## src/rtl/sat_pkg.sv

```systemverilog
package sat_pkg;
  typedef struct packed {
    logic load;
    logic clear;
  } satStrobe_t;
endpackage

```

## src/rtl/sat_widen.sv

```systemverilog
module sat_widen #(
  parameter int DATA_W = 8,
  parameter int WIDE_W = 32
) (
  input  logic [DATA_W-1:0] narrowIn,
  input  logic              signedMode,
  output logic [WIDE_W-1:0] wideOut
);
  localparam int PAD_W = WIDE_W - DATA_W;

  logic fillBit;

  // Zero fill for unsigned operands, sign-bit copy for signed operands.
  assign fillBit = signedMode & narrowIn[DATA_W-1];
  assign wideOut = {{PAD_W{fillBit}}, narrowIn};
endmodule

```

## src/rtl/sat_ctrl.sv

```systemverilog
module sat_ctrl
  import sat_pkg::*;
(
  input  logic       clk,
  input  logic       rst,
  input  logic       inValid,
  output satStrobe_t strobes,
  output logic       outValid
);
  always_comb begin
    strobes.clear = rst;
    strobes.load  = inValid & ~rst;
  end

  always_ff @(posedge clk) begin
    if (rst) outValid <= 1'b0;
    else     outValid <= inValid;
  end

  AST_VALID_FOLLOWS: assert property (@(posedge clk) disable iff (rst)
    inValid |=> outValid);
  AST_VALID_ONLY: assert property (@(posedge clk) disable iff (rst)
    !inValid |=> !outValid);
endmodule

```

## src/rtl/sat_datapath.sv

```systemverilog
module sat_datapath
  import sat_pkg::*;
#(
  parameter int DATA_W = 8,
  parameter int WIDE_W = 32
) (
  input  logic              clk,
  input  satStrobe_t        strobes,
  input  logic              opSub,
  input  logic              signedMode,
  input  logic [DATA_W-1:0] opA,
  input  logic [DATA_W-1:0] opB,
  output logic [DATA_W-1:0] result,
  output logic              ovf,
  output logic              unf
);
  localparam int PAD_W = WIDE_W - DATA_W;
  localparam logic signed [WIDE_W-1:0] U_CEIL  = {{PAD_W{1'b0}}, {DATA_W{1'b1}}};
  localparam logic signed [WIDE_W-1:0] U_FLOOR = '0;
  localparam logic signed [WIDE_W-1:0] S_CEIL  = {{(PAD_W+1){1'b0}}, {(DATA_W-1){1'b1}}};
  localparam logic signed [WIDE_W-1:0] S_FLOOR = {{(PAD_W+1){1'b1}}, {(DATA_W-1){1'b0}}};

  logic [DATA_W-1:0] narrowOps [2];
  logic [WIDE_W-1:0] wideOps   [2];

  assign narrowOps[0] = opA;
  assign narrowOps[1] = opB;

  for (genvar g = 0; g < 2; g++) begin : gWiden
    sat_widen #(.DATA_W(DATA_W), .WIDE_W(WIDE_W)) u_widen (
      .narrowIn  (narrowOps[g]),
      .signedMode(signedMode),
      .wideOut   (wideOps[g])
    );
  end

  logic signed [WIDE_W-1:0] wideRes, ceilW, floorW;
  logic                     aboveCeil, belowFloor;
  logic [DATA_W-1:0]        nextRes;

  always_comb begin
    wideRes    = opSub ? $signed(wideOps[0] - wideOps[1])
                       : $signed(wideOps[0] + wideOps[1]);
    ceilW      = signedMode ? S_CEIL  : U_CEIL;
    floorW     = signedMode ? S_FLOOR : U_FLOOR;
    aboveCeil  = wideRes > ceilW;
    belowFloor = wideRes < floorW;
    if (aboveCeil)       nextRes = ceilW[DATA_W-1:0];
    else if (belowFloor) nextRes = floorW[DATA_W-1:0];
    else                 nextRes = wideRes[DATA_W-1:0];
  end

  always_ff @(posedge clk) begin
    if (strobes.clear) begin
      result <= '0;
      ovf    <= 1'b0;
      unf    <= 1'b0;
    end else if (strobes.load) begin
      result <= nextRes;
      ovf    <= aboveCeil;
      unf    <= belowFloor;
    end
  end

  AST_FLAGS_EXCLUSIVE: assert property (@(posedge clk) disable iff (strobes.clear)
    !(ovf && unf));
endmodule

```

## src/rtl/sat_addsub.sv

```systemverilog
module sat_addsub
  import sat_pkg::*;
#(
  parameter int DATA_W = 8,
  parameter int WIDE_W = 32
) (
  input  logic              clk,
  input  logic              rst,
  input  logic              inValid,
  input  logic              opSub,
  input  logic              signedMode,
  input  logic [DATA_W-1:0] opA,
  input  logic [DATA_W-1:0] opB,
  output logic              outValid,
  output logic [DATA_W-1:0] result,
  output logic              ovf,
  output logic              unf
);
  satStrobe_t strobes;

  sat_ctrl u_ctrl (
    .clk     (clk),
    .rst     (rst),
    .inValid (inValid),
    .strobes (strobes),
    .outValid(outValid)
  );

  sat_datapath #(.DATA_W(DATA_W), .WIDE_W(WIDE_W)) u_dp (
    .clk       (clk),
    .strobes   (strobes),
    .opSub     (opSub),
    .signedMode(signedMode),
    .opA       (opA),
    .opB       (opB),
    .result    (result),
    .ovf       (ovf),
    .unf       (unf)
  );

  AST_UNSIGNED_CEIL: assert property (@(posedge clk) disable iff (rst)
    (outValid && ovf && !$past(signedMode)) |-> result == {DATA_W{1'b1}});
  AST_UNSIGNED_FLOOR: assert property (@(posedge clk) disable iff (rst)
    (outValid && unf && !$past(signedMode)) |-> result == '0);
  AST_SIGNED_CEIL: assert property (@(posedge clk) disable iff (rst)
    (outValid && ovf && $past(signedMode)) |-> result == {1'b0, {(DATA_W-1){1'b1}}});
  AST_SIGNED_FLOOR: assert property (@(posedge clk) disable iff (rst)
    (outValid && unf && $past(signedMode)) |-> result == {1'b1, {(DATA_W-1){1'b0}}});
  AST_NO_UNF_ON_UADD: assert property (@(posedge clk) disable iff (rst)
    (outValid && $past(!signedMode && !opSub)) |-> !unf);
  AST_HOLD_IDLE: assert property (@(posedge clk) disable iff (rst)
    !inValid |=> ($stable(result) && $stable(ovf) && $stable(unf)));
endmodule

```

## config.mk

```make
export PLATFORM = sky130hd
export DESIGN_NAME = sat_addsub
export DESIGN_NICKNAME = d
export VERILOG_FILES = /design/src/rtl/sat_pkg.sv /design/src/rtl/sat_widen.sv /design/src/rtl/sat_ctrl.sv /design/src/rtl/sat_datapath.sv /design/src/rtl/sat_addsub.sv
export SDC_FILE = /design/constraint.sdc
export NUM_CORES = 1
export LEC_CHECK = 0
export BUFFER_PORTS_ARGS = -buffer_cell sky130_fd_sc_hd__buf_2
export CAP_MARGIN = 25
export CORE_MARGIN = 4
export CORE_UTILIZATION = 52
export DETAILED_ROUTE_END_ITERATION = 6
export GPL_TIMING_DRIVEN = 0
export PLACE_DENSITY_LB_ADDON = 0.08
export SKIP_CTS_REPAIR_TIMING = 1
export SLEW_MARGIN = 0
export SYNTH_ARGS = -nofsm -noshare
export SYNTH_HDL_FRONTEND = slang
export SYNTH_SLANG_ARGS = --single-unit
```

## constraint.sdc

```tcl
create_clock -name clk -period 6.6 [get_ports clk]
set_input_delay 1.32 -clock clk [delete_from_list [all_inputs] [get_ports clk]]
set_output_delay 1.32 -clock clk [all_outputs]
set_load 0.02 [all_outputs]
```

==> results by group <==
Timing
  – Worst hold slack: 0.502 ns
  – Clock skew: 0 ns
  – Tcrit/Tclk final: 77.2%
  – Final Setup Violations: 0
  – Fmax: about 200 MHz
  – Setup TNS Final: 0 ns
  – Slew headroom: 69.2%
  – Fin crit period: about 5.1 ns
  – Least-Margin Pin Slew: ~0.46 ns
  – RSZ-0062 raised after global routing: no
  – Setup ws final: roughly 1.5 ns
  – Final hold violations: 0
  – Final count of pins violating max slew: 0

Cells and area
  – Most frequent cells in the layout: buf_2, nor2_1, ha_1, dfxtp_1
  – Fillers: between 200 and 250
  – Final Net Count: 220
  – Antenna diodes: 0
  – P&R area growth vs syn: 17.2%
  – Finished Layout Cells: around 210
  – Fraction of layout instances using a drive strength above 1: 24.6%
  – Most common cell after layout, fill and taps aside: buf_2
  – Register area: 220 sq um
  – Multi-input gate area: roughly 920 sq um

Synthesis
  – #FFs+latches synth: 11
  – XOR/XNOR Fraction of Synth Area: under 10%
  – Mux contribution to synthesized area: approximately 1.8%
  – Largest family of logic cells by synthesized area: compound AO/OA/AOI/OAI gates
  – Asr flop ratio synth: 0%
  – Simple-Gate Fraction of Synth Area: a little over a fifth
  – Mapped Area: between 1000 and 1500 sq um
  – Post-synthesis compound-gate area fraction: 29.7%
  – Post-synthesis cell count: 150
  – Top_reg_cell synth: dfxtp_1
  – EDFF count, synth: 0
  – Yosys top cell area share: 18.3%
  – Cell accounting for the most synthesized area: dfxtp_1
  – Syn. warnings: 0
  – Post-Synth Adder-Cell Area: ~16%
  – Syn Nets: approximately 190
  – Synthesized area per cell: 8.04 sq um
  – Top post-synthesis cells by area: dfxtp_1, ha_1, nor2_1
  – Sequential share of the synthesized area: ~18%
  – Distinct cell type count after synthesis: 48

Floorplan
  – Num rows: 17
  – Core Footprint: 2210 sq um
  – Chip width: 56.2 um
  – Io pins: 32
  – Die height: ~56 um
  – Die ar.: about 3200 sq um
  – Initial core utilization: between 50 and 60%

Critical path
  – CP top delay family: compound AO/OA/AOI/OAI gates
  – Cell mode on critical path: ha_1
  – Crit-path max FO: 10
  – Arr. time, crit path: between 5 and 6 ns
  – Critical-path cell list: buf_2 > inv_1 > ha_1 > mux2_2 > inv_1 > ha_1 > nor2b_1 > o31a_1 > o31ai_4 > a21boi_1 > or3_1 > and2_1 > ha_1 > nand3_1 > nor2_1 > nand3_1 > o31a_1 > o21ba_1 > buf_6 > a211o_1 > a31o_1
  – CP Buf/Inv Count: 4
  – CP startpoint kind: input port
  – Worst path max stage delay: around 0.32 ns
  – CP required: 6.77 ns
  – CP Class: in2reg
  – Worst path slowest cell: or3_1
  – CP endpoint kind: flip-flop

Drt
  – First DRT Iteration DRCs: 23
  – Vias post-DR: 1188
  – Detail Route Antenna Nets: 0
  – Drt drc: 0
  – Vias per cell: around 5.6
  – Drt pass-1 iters: 4
  – Wire per inst: roughly 12 um
  – Drt total wl: between 2000 and 3000 um

Global routing
  – Gr usage total: 17.3%
  – Global-route wire length before repair: roughly 4600 um
  – Largest net degree at the start of global routing: 11
  – Number of global-route vias before repair: roughly 1.1k
  – Initial antenna violation count: 0
  – Gr ovfl total: 0

Clock tree
  – Inserted Clock Buffers: 3
  – Clk sink count: 11
  – H-tree Lvls: 1
  – Clock buffer depth: 2
  – Clk slew on worst S/H paths: ~0.080 ns
  – Clock insertion delay at the later pin of the skew report: 0.28 ns
  – Clock root cell: clkbuf_4
  – CTS tree: yes

Placement
  – GPL Wtd Cong: 0.773
  – IO Port Bufs: 29
  – Placed Cells: slightly above 200
  – Detailed Place HPWL: roughly 2100 um
  – Dpl ws: about 1.2 ns

Hold path
  – Worst min-delay path class: reg2reg

Pwr
  – Sequential Power Share: between 20 and 30%
  – Switch Pwr: 0.126 mW
  – Total power: around 0.30 mW
  – Switching Fraction: 41.9%
  – Share of total power in combinational logic: roughly 57%
  – Leak pwr: about 0.65 nW
  – Clock power frac: between 10% and 20%
  – Cell Pwr Density: 213 nW/um^2
  – VDD IR max: 158 uV
  – Internal power: between 0.15 and 0.2 mW

Run status
  – Status: finished clean

Job
  – Max-cap violation count: 0
[power by group through the flow]
stage / logic [mW] / clock network [mW] / registers [mW]
final: 0.173 / 0.0482 / 0.0807
after global placement: 0.167 / 0 / 0.0815
after floorplan: 0.119 / 0 / 0.0943
after detailed placement: 0.173 / 0 / 0.0822
after CTS: 0.174 / 0.0490 / 0.0806
after global routing: 0.194 / 0.0522 / 0.0818
[final cells by class]
cell class                 instances  area share [%]
multi-input combinational        124            65.1
sequential                        11            15.6
timing repair buffer              29            10.3
tap                               28            2.48
inverter                           9            2.39
buffer                             6            2.21
clock buffer                       3            1.59
clock inverter                     1           0.354
[per-layer routing]
layer | wire length (um) | GRT usage, % | vias up
met5 | 0 | 0 | -
met4 | 0 | 2.03 | 0
met3 | 99 | 4.41 | 0
met2 | 1310 | 30.4 | 21
met1 | 1180 | 21.7 | 554
li1 | - | - | 613
[tightest hold or removal path: stages, from the launching register on]
cell	delay (ns)
dfxtp_1	0.33
mux2i_1	0.06
nor2_1	0.08
[synth_stat cells, drive strengths merged, types with 2 or more instances]
cell	n
ha	14
clkbuf	4
o21ai	9
o31a	4
inv	9
nor2	22
dfxtp	11
o21bai	2
xor2	2
and2	2
nand2b	2
o311ai	2
nand3	3
o22ai	5
a211oi	3
nor3	2
a21o	2
nor2b	4
or4	3
a31oi	2
buf	2
a31o	2
nand2	5
xnor2	7
a21oi	7
o21a	4
[through the flow]
stage / cell area (sq um) / utilization (%)
finish: 1410 / 63.9
floorplan: 1210 / -
global placement: 1390 / 62.7
detailed placement: 1390 / 62.7
CTS: 1410 / 63.9
global route: 1410 / 63.9
[cell families after synthesis]
kind of cell | count (synthesis)
AO/OA/AOI/OAI | 49
XOR/XNOR | 9
adder cells (fa/ha/maj) | 15
buffers and inverters | 15
flip-flops | 11
multiplexers | 2
AND/OR/NAND/NOR | 49
[flip-flops by register name, indices dropped and copies added, names as in the netlist]
name,count
u_ctrl.outValid,1
u_dp.unf,1
u_dp.ovf,1
u_dp.result,8
[final timing paths]
kind                                      from             end  slack, ns  cells past startpoint
worst min-delay path                  u_dp.ovf        u_dp.ovf       0.50                      2
worst min register to register        u_dp.ovf        u_dp.ovf       0.50                      2
worst max register to register  u_dp.result[7]  u_dp.result[7]       5.84                      2
worst max-delay path                    opB[0]  u_dp.result[7]       1.51                     21
(Power assumes the default switching activity.)
